[src/rtl/idp_pkg.sv]
package idp_pkg;
  typedef enum logic [2:0] {
    ST_IDLE, ST_SEL, ST_AHI, ST_ALO, ST_WR, ST_LOCK, ST_RD, ST_SKIP
  } idp_state_e;
endpackage

[src/rtl/idp_page_store.sv]
module idp_page_store #(
  parameter int ADDR_W = 8
) (
  input  logic              clk,
  input  logic              rst_n,
  input  logic              we_i,
  input  logic [ADDR_W-1:0] off_i,
  input  logic [7:0]        data_i,
  input  logic              clr_i,
  input  logic              commit_i,
  input  logic [ADDR_W-1:0] rd_off_i,
  output logic [7:0]        rd_data_o
);
  localparam int DEPTH = 1 << ADDR_W;

  logic [7:0]       page_q  [DEPTH];
  logic [7:0]       stage_q [DEPTH];
  logic [DEPTH-1:0] mask_q;

  for (genvar g = 0; g < DEPTH; g++) begin : g_cell
    // committed byte: survives everything but reset
    always_ff @(posedge clk or negedge rst_n) begin
      if (!rst_n)                     page_q[g] <= 8'hFF;
      else if (commit_i && mask_q[g]) page_q[g] <= stage_q[g];
    end
    always_ff @(posedge clk) begin
      if (we_i && off_i == ADDR_W'(g)) stage_q[g] <= data_i;
    end
  end

  always_ff @(posedge clk or negedge rst_n) begin
    if (!rst_n)     mask_q <= '0;
    else if (clr_i) mask_q <= '0;
    else if (we_i)  mask_q[off_i] <= 1'b1;
  end

  assign rd_data_o = page_q[rd_off_i];

  // page byte under the read offset only changes on a commit
  p_page_hold_r5: assert property (@(posedge clk) disable iff (!rst_n)
    !commit_i |=> (rd_off_i != $past(rd_off_i)) || (rd_data_o == $past(rd_data_o)));
  // a commit always has at least one staged byte behind it
  p_commit_has_data_r4: assert property (@(posedge clk) disable iff (!rst_n)
    commit_i |-> (mask_q != '0));
endmodule

[src/rtl/idp_cmd_fsm.sv]
module idp_cmd_fsm
  import idp_pkg::*;
#(
  parameter int         ADDR_W    = 8,
  parameter logic [3:0] TYPE_CODE = 4'b1011,
  parameter int         SEL_BIT   = 2,
  parameter int         LOCK_BIT  = 1
) (
  input  logic              clk,
  input  logic              rst_n,
  input  logic              start_i,
  input  logic              stop_i,
  input  logic              rx_valid_i,
  input  logic [7:0]        rx_data_i,
  input  logic              tx_ready_i,
  output logic              ack_valid_o,
  output logic              ack_o,
  output logic              tx_valid_o,
  output logic [ADDR_W-1:0] ptr_o,
  output logic              stg_we_o,
  output logic              stg_clr_o,
  output logic              commit_o,
  output logic              locked_o
);
  idp_state_e        state_q, state_d;
  logic [ADDR_W-1:0] ptr_q, ptr_d;
  logic sel_q, sel_d, seen_q, seen_d, pend_q, pend_d, lock_q, lock_d;
  logic ack_q, ack_d, ackv_q;
  logic take_byte;

  assign take_byte = rx_valid_i & ~start_i & ~stop_i;

  always_comb begin
    state_d = state_q; ptr_d = ptr_q; sel_d = sel_q;
    seen_d = seen_q; pend_d = pend_q; lock_d = lock_q; ack_d = 1'b0;
    if (start_i) begin
      state_d = ST_SEL; seen_d = 1'b0; pend_d = 1'b0;
    end else if (stop_i) begin
      if (state_q == ST_LOCK && pend_q && !lock_q) lock_d = 1'b1;
      state_d = ST_IDLE; seen_d = 1'b0; pend_d = 1'b0;
    end else begin
      if (state_q == ST_RD && tx_ready_i) ptr_d = ptr_q + ADDR_W'(1);
      if (rx_valid_i) begin
        unique case (state_q)
          ST_SEL: begin
            if (rx_data_i[7:4] == TYPE_CODE) begin
              ack_d   = 1'b1;
              state_d = rx_data_i[0] ? ST_RD : ST_AHI;
            end else begin
              state_d = ST_SKIP;
            end
          end
          ST_AHI: begin
            ack_d = 1'b1; sel_d = rx_data_i[SEL_BIT]; state_d = ST_ALO;
          end
          ST_ALO: begin
            ack_d   = 1'b1;
            ptr_d   = rx_data_i[ADDR_W-1:0];
            state_d = sel_q ? ST_LOCK : ST_WR;
          end
          ST_WR: begin
            ptr_d = ptr_q + ADDR_W'(1);
            if (!lock_q) begin ack_d = 1'b1; seen_d = 1'b1; end
          end
          ST_LOCK: begin
            if (!lock_q && !seen_q) begin
              ack_d = 1'b1; seen_d = 1'b1; pend_d = rx_data_i[LOCK_BIT];
            end else begin
              pend_d = 1'b0;
            end
          end
          default: ;
        endcase
      end
    end
  end

  always_ff @(posedge clk or negedge rst_n) begin
    if (!rst_n) begin
      state_q <= ST_IDLE; ptr_q <= '0; sel_q <= 1'b0; seen_q <= 1'b0;
      pend_q <= 1'b0; lock_q <= 1'b0; ack_q <= 1'b0; ackv_q <= 1'b0;
    end else begin
      state_q <= state_d; ptr_q <= ptr_d; sel_q <= sel_d; seen_q <= seen_d;
      pend_q <= pend_d; lock_q <= lock_d; ack_q <= ack_d; ackv_q <= take_byte;
    end
  end

  assign ack_valid_o = ackv_q;
  assign ack_o       = ack_q;
  assign tx_valid_o  = (state_q == ST_RD);
  assign ptr_o       = ptr_q;
  assign locked_o    = lock_q;
  assign stg_we_o    = take_byte && state_q == ST_WR && !lock_q;
  assign stg_clr_o   = start_i | stop_i;
  assign commit_o    = stop_i && !start_i && state_q == ST_WR && seen_q;

  p_lock_sticky_r7: assert property (@(posedge clk) disable iff (!rst_n)
    lock_q |=> lock_q);
  p_locked_wr_nack_r7: assert property (@(posedge clk) disable iff (!rst_n)
    (take_byte && state_q == ST_WR && lock_q) |=> (ack_valid_o && !ack_o));
  p_foreign_nack_r2: assert property (@(posedge clk) disable iff (!rst_n)
    (take_byte && state_q == ST_SEL && rx_data_i[7:4] != TYPE_CODE) |=> !ack_o);
  p_ack_qualified_r9: assert property (@(posedge clk) disable iff (!rst_n)
    !ack_valid_o |-> !ack_o);
  p_tx_end_r10: assert property (@(posedge clk) disable iff (!rst_n)
    (start_i || stop_i) |=> !tx_valid_o);
  p_ptr_wrap_r8: assert property (@(posedge clk) disable iff (!rst_n)
    (tx_valid_o && tx_ready_i && (&ptr_q) && !start_i && !stop_i) |=> (ptr_q == '0));
endmodule

[src/rtl/idp_ctrl.sv]
module idp_ctrl #(
  parameter int         ADDR_W    = 8,
  parameter logic [3:0] TYPE_CODE = 4'b1011,
  parameter int         SEL_BIT   = 2,
  parameter int         LOCK_BIT  = 1
) (
  input  logic       clk,
  input  logic       rst_n,
  input  logic       start_i,
  input  logic       stop_i,
  input  logic       rx_valid_i,
  input  logic [7:0] rx_data_i,
  output logic       ack_valid_o,
  output logic       ack_o,
  output logic       tx_valid_o,
  input  logic       tx_ready_i,
  output logic [7:0] tx_data_o,
  output logic       locked_o
);
  logic [ADDR_W-1:0] ptr;
  logic stg_we, stg_clr, commit;

  idp_cmd_fsm #(
    .ADDR_W(ADDR_W), .TYPE_CODE(TYPE_CODE), .SEL_BIT(SEL_BIT), .LOCK_BIT(LOCK_BIT)
  ) u_fsm (
    .clk(clk), .rst_n(rst_n), .start_i(start_i), .stop_i(stop_i),
    .rx_valid_i(rx_valid_i), .rx_data_i(rx_data_i), .tx_ready_i(tx_ready_i),
    .ack_valid_o(ack_valid_o), .ack_o(ack_o), .tx_valid_o(tx_valid_o),
    .ptr_o(ptr), .stg_we_o(stg_we), .stg_clr_o(stg_clr), .commit_o(commit),
    .locked_o(locked_o)
  );

  idp_page_store #(.ADDR_W(ADDR_W)) u_store (
    .clk(clk), .rst_n(rst_n), .we_i(stg_we), .off_i(ptr), .data_i(rx_data_i),
    .clr_i(stg_clr), .commit_i(commit), .rd_off_i(ptr), .rd_data_o(tx_data_o)
  );
endmodule

[config.mk]
export PLATFORM = sky130hd
export DESIGN_NAME = idp_ctrl
export DESIGN_NICKNAME = d
export VERILOG_FILES = /design/src/rtl/idp_pkg.sv /design/src/rtl/idp_page_store.sv /design/src/rtl/idp_cmd_fsm.sv /design/src/rtl/idp_ctrl.sv
export SDC_FILE = /design/constraint.sdc
export NUM_CORES = 2
export LEC_CHECK = 0
export BUFFER_PORTS_ARGS = -buffer_cell sky130_fd_sc_hd__buf_2
export CAP_MARGIN = 20
export CORE_ASPECT_RATIO = 0.7
export CORE_UTILIZATION = 55
export DETAILED_ROUTE_END_ITERATION = 12
export GPL_TIMING_DRIVEN = 0
export PLACE_DENSITY = 0.67
export SYNTH_ARGS = -nofsm -noshare
export SYNTH_HDL_FRONTEND = slang
export SYNTH_HIERARCHICAL = 1
export SYNTH_SLANG_ARGS = --single-unit
[constraint.sdc]
create_clock -name clk -period 5.7 [get_ports clk]
set_input_delay 0 -clock clk [delete_from_list [all_inputs] [get_ports clk]]
set_output_delay 0 -clock clk [all_outputs]
set_load 0.01 [all_outputs]
==> flow_summary.toml <==
[status]
violations = "negative setup slack"
status = "complete, but fails checks"

[route]
via_per_inst = 6.73
vias = 93800
detail_route.iter0.violations = 13200
drc_errors = 0
drt_wl_total_microns = 555000
wire_per_inst_microns = 39.8
antenna_left = 0
first_pass_iters = 8

[clock_tree]
clk_pin_slew_ps = 70
cts.root.buffer_cell = "clkbuf_16"
cts_tree = "built"
cts_buffers = 401
cts-htree-levels = 5
cts_num_sinks = 4369
clk_latency_ps = 950
clockBufferDepth = 4

[place]
post-place-ws_ps = -530
hpwl_microns = 367000
place_inst = 13100
port-buffer-count = 24
place_congestion = 0.999

[setup_path]
reg2reg_depth = 12
crit_top_cell = "o221ai_1"
max_stage_delay_ps = 940
worst-path-max-fanout = 10
crit_family = "buffers and inverters"
crit_arrival_ps = 6030
worst_setup_path_start_kind = "register"
r2r-end = "u_store/stage_q[110][1]"
path_buf_inv = 4
critPathKind = "register to output port"
slowest_stage = "clkbuf_1"
r2r_start = "u_fsm/state_q[1]"
r2r_slack_ps = 340
crit_required_ps = 5700
worstPathCellList = "buf_4 > nand2b_1 > clkbuf_1 > clkbuf_2 > o221ai_1 > o221ai_1 > nand4_1 > o31ai_2 > nor3_2 > buf_2"
end_kind = "output port"

[die]
dieArea_sq_mm = 0.306
start_util_pct = 55.6
chipHeight_microns = 463
num_rows = 168
ioPinCount = 26
chipWidth_microns = 661
coreArea_sq_mm = 0.301

[synthesis]
synth_top_family_by_area = "multiplexers"
synthSimpleGateAreaFrac_pct = 2.99
muxShareOfSynthArea_pct = 21.1
synth.top_cells.by_area = "edfxtp_1 37%, dfstp_2 32%, mux2_2 14%"
synth.top_cell.area_share_pct = 36.8
synth.largest_area_cell = "edfxtp_1"
synth_edf_count = 2048
synth_cell_types = 79
ys_ff_latch = 4369
synth_async_sr_flop_share_pct = 53.1
syn-cell-area_sq_mm = 0.167
synth_compound_area_share_pct = 1.82
yosysSeqAreaShare_pct = 73.0
yosysWarnings = 6
syn_inst = 8990
synth_top_flop_cell = "edfxtp_1"
synth_xor_xnor_area_share_pct = 0.0209
syn_nets = 9005
synth_fa_ha_area_share_pct = 0.00748
avgSynthCellArea_sq_um = 18.6

[finish]
areaGrowthSynthToFinish_pct = 13.3
drive_gt1_share_pct = 57.2
stdcell_count = 14000
nNetsFinal = 9576
final_core_util_pct = 63.0

[sta]
rsz0062_at_grt = "false"
fin_crit_sh_pct = 106
setup_violations = 8
worstMarginPinSlew_ps = 1270
fin_ws_ps = -325
finalCriticalPeriod_ps = 6030
slew_headroom_pct = 15.5
finalHoldViolCount = 0
skew_ps = 37.3
final_max_slew_viol_count = 0
clock.fmax_mhz = 166

[grt]
grt_pass1_vias = 90500
use_met1_pct = 51.9
grt_overflow = 0
grt_busiest_layer = "met1"
grt_max_degree = 164
grt_usage_pct = 36.1
use_met3_pct = 15.3
grt_pass1_wl_microns = 751000
met2_usage_pct = 47.9
antenna_found_initial = 55

[min_path]
whs_path_depth = 4
min_to = "u_fsm/state_q[2]"
hp-class = "input pin to register"
min_from = "rx_valid_i"

[power_and_ir_drop]
powerDensity_mw_per_mm2 = 358
power_leakage_nw = 70.2
ir_worst_vdd_mv = 0.300

[job]
max_cap_violations = 0
-- routing by layer --
metal / up-vias / wire, microns
met3: 1154 / 80400
met2: 6250 / 227000
met4: 46 / 26400
met5: - / 367
li1: 35300 / -
met1: 51100 / 220000
-- cell families (layout without fill, tap and decap cells) --
| logic type | after synthesis | in the layout |
|---|---|---|
| AO/OA/AOI/OAI | 405 | 405 |
| adder cells (fa/ha/maj) | 1 | 1 |
| other | 0 | 55 |
| buffers and inverters | 302 | 1213 |
| XOR/XNOR | 4 | 4 |
| AND/OR/NAND/NOR | 1233 | 1233 |
| flip-flops | 4369 | 4369 |
| multiplexers | 2676 | 2676 |
-- timing repair --
item / in CTS / in global routing
setup endpoints to repair: 8 / 4
endpoints found under the hold margin: 1458 / 0
pin swaps: 1 / 0
hold buffers: 21 / 0
resized for setup: 126 / 12
setup buffers: 0 / 0
-- sequential cells by signal, summed over array words and instances (netlist names) --
register           flops
u_fsm/state_q          3
u_store/mask_q       256
u_store/page_q      2048
u_fsm/sel_q            1
u_fsm/ack_o            1
u_store/stage_q     2048
u_fsm/ptr_o            8
u_fsm/seen_q           1
u_fsm/locked_o         1
u_fsm/ack_valid_o      1
u_fsm/pend_q           1
-- cells in the final DEF (no fill, tap or decap), types with 45 or more instances in the layout --
master | synthesis | layout
a22oi_1 | 78 | 78
buf_12 | 8 | 46
buf_16 | 0 | 45
buf_2 | 61 | 50
buf_4 | 31 | 60
buf_6 | 20 | 50
clkbuf_1 | 138 | 162
clkbuf_16 | 0 | 407
clkbuf_2 | 1 | 57
clkbuf_8 | 0 | 71
clkinv_2 | 0 | 74
dfrtp_1 | 273 | 270
dfstp_2 | 2048 | 2048
diode_2 | 0 | 55
edfxtp_1 | 2048 | 2048
mux2_2 | 2060 | 2060
mux2i_1 | 149 | 148
mux4_2 | 467 | 467
nand2_1 | 343 | 342
nor2_1 | 739 | 737
o22ai_1 | 45 | 45
-- report_power, final --
group,internal [W],total (W),switching [W]
combinational,0.00146,0.00672,0.00526
sequential,0.0331,0.0332,0.0000657
clock,0.0161,0.0280,0.0120
total,0.0506,0.0679,0.0173
-- layout make-up --
cell class,instances,area [sq um]
Sequential cell,4369,122000
Fill cell,20800,111000
Multi-Input combinational cell,4319,43700
Clock buffer,562,11500
Tap cell,3995,5000
Timing Repair Buffer,172,2900
Clock inverter,181,2140
Buffer,290,2030
Antenna cell,55,138
Inverter,8,32.5
-- worst max-delay path by stage --
stage	start	end	slack (ps)	cells past startpoint
floorplan	u_fsm/state_q[1]	u_store/stage_q[203][0]	2720	9
global placement	rst_n	u_store/mask_q[74]	-47990	1
detailed placement	u_fsm/ptr_o[3]	tx_data_o[0]	-530	10
CTS	u_fsm/ptr_o[1]	tx_data_o[6]	1	12
global route	u_fsm/ptr_o[0]	tx_data_o[4]	10	12
finish	u_fsm/ptr_o[1]	tx_data_o[4]	-330	10
-- metrics by stage --
| stage | hold WS, ps | instance area [sq um] | setup TNS [ps] | power [W] |
|---|---|---|---|---|
| 2_1_floorplan | -296 | 167000 | 0 | 0.0359 |
| 3_3_place_gp | 231 | 172000 | - | 0.0398 |
| 3_5_place_dp | 5.85 | 175000 | -3080 | 0.0400 |
| 4_1_cts | 7.68 | 189000 | 0 | 0.0678 |
| 5_1_grt | 67.2 | 189000 | 0 | 0.0691 |
| 6_report | 56.0 | 190000 | -1700 | 0.0679 |
-- cells in the mapped netlist (4+ instances only) --
master	instances
o31ai_1	5
nor3b_1	6
inv_1	6
nor2_1	739
nand2_1	343
or2_2	6
nand2b_1	11
buf_12	8
dfrtp_1	273
o21ba_2	29
mux2_2	2060
o221ai_1	42
nand3_1	35
and3b_1	4
o22ai_1	45
and3_1	12
a22o_1	22
buf_2	61
a22oi_1	78
buf_4	31
nor4_1	8
edfxtp_1	2048
mux2i_1	149
a211oi_1	36
buf_8	17
and4_1	4
a31oi_1	17
mux4_2	467
nand4_1	5
clkbuf_1	138
a221oi_1	21
buf_1	18
buf_6	20
nor3_1	18
nor2b_1	24
and4b_1	4
o21ai_0	24
a21oi_1	45
dfstp_2	2048
-- worst min-delay path, delay by kind of cell --
family,cells,cell delay (ps)
buffers and inverters,2,740
AOI/OAI and AO/OA,1,110
and+or+nand+nor,1,90
Power figures use the tool's default switching activity.
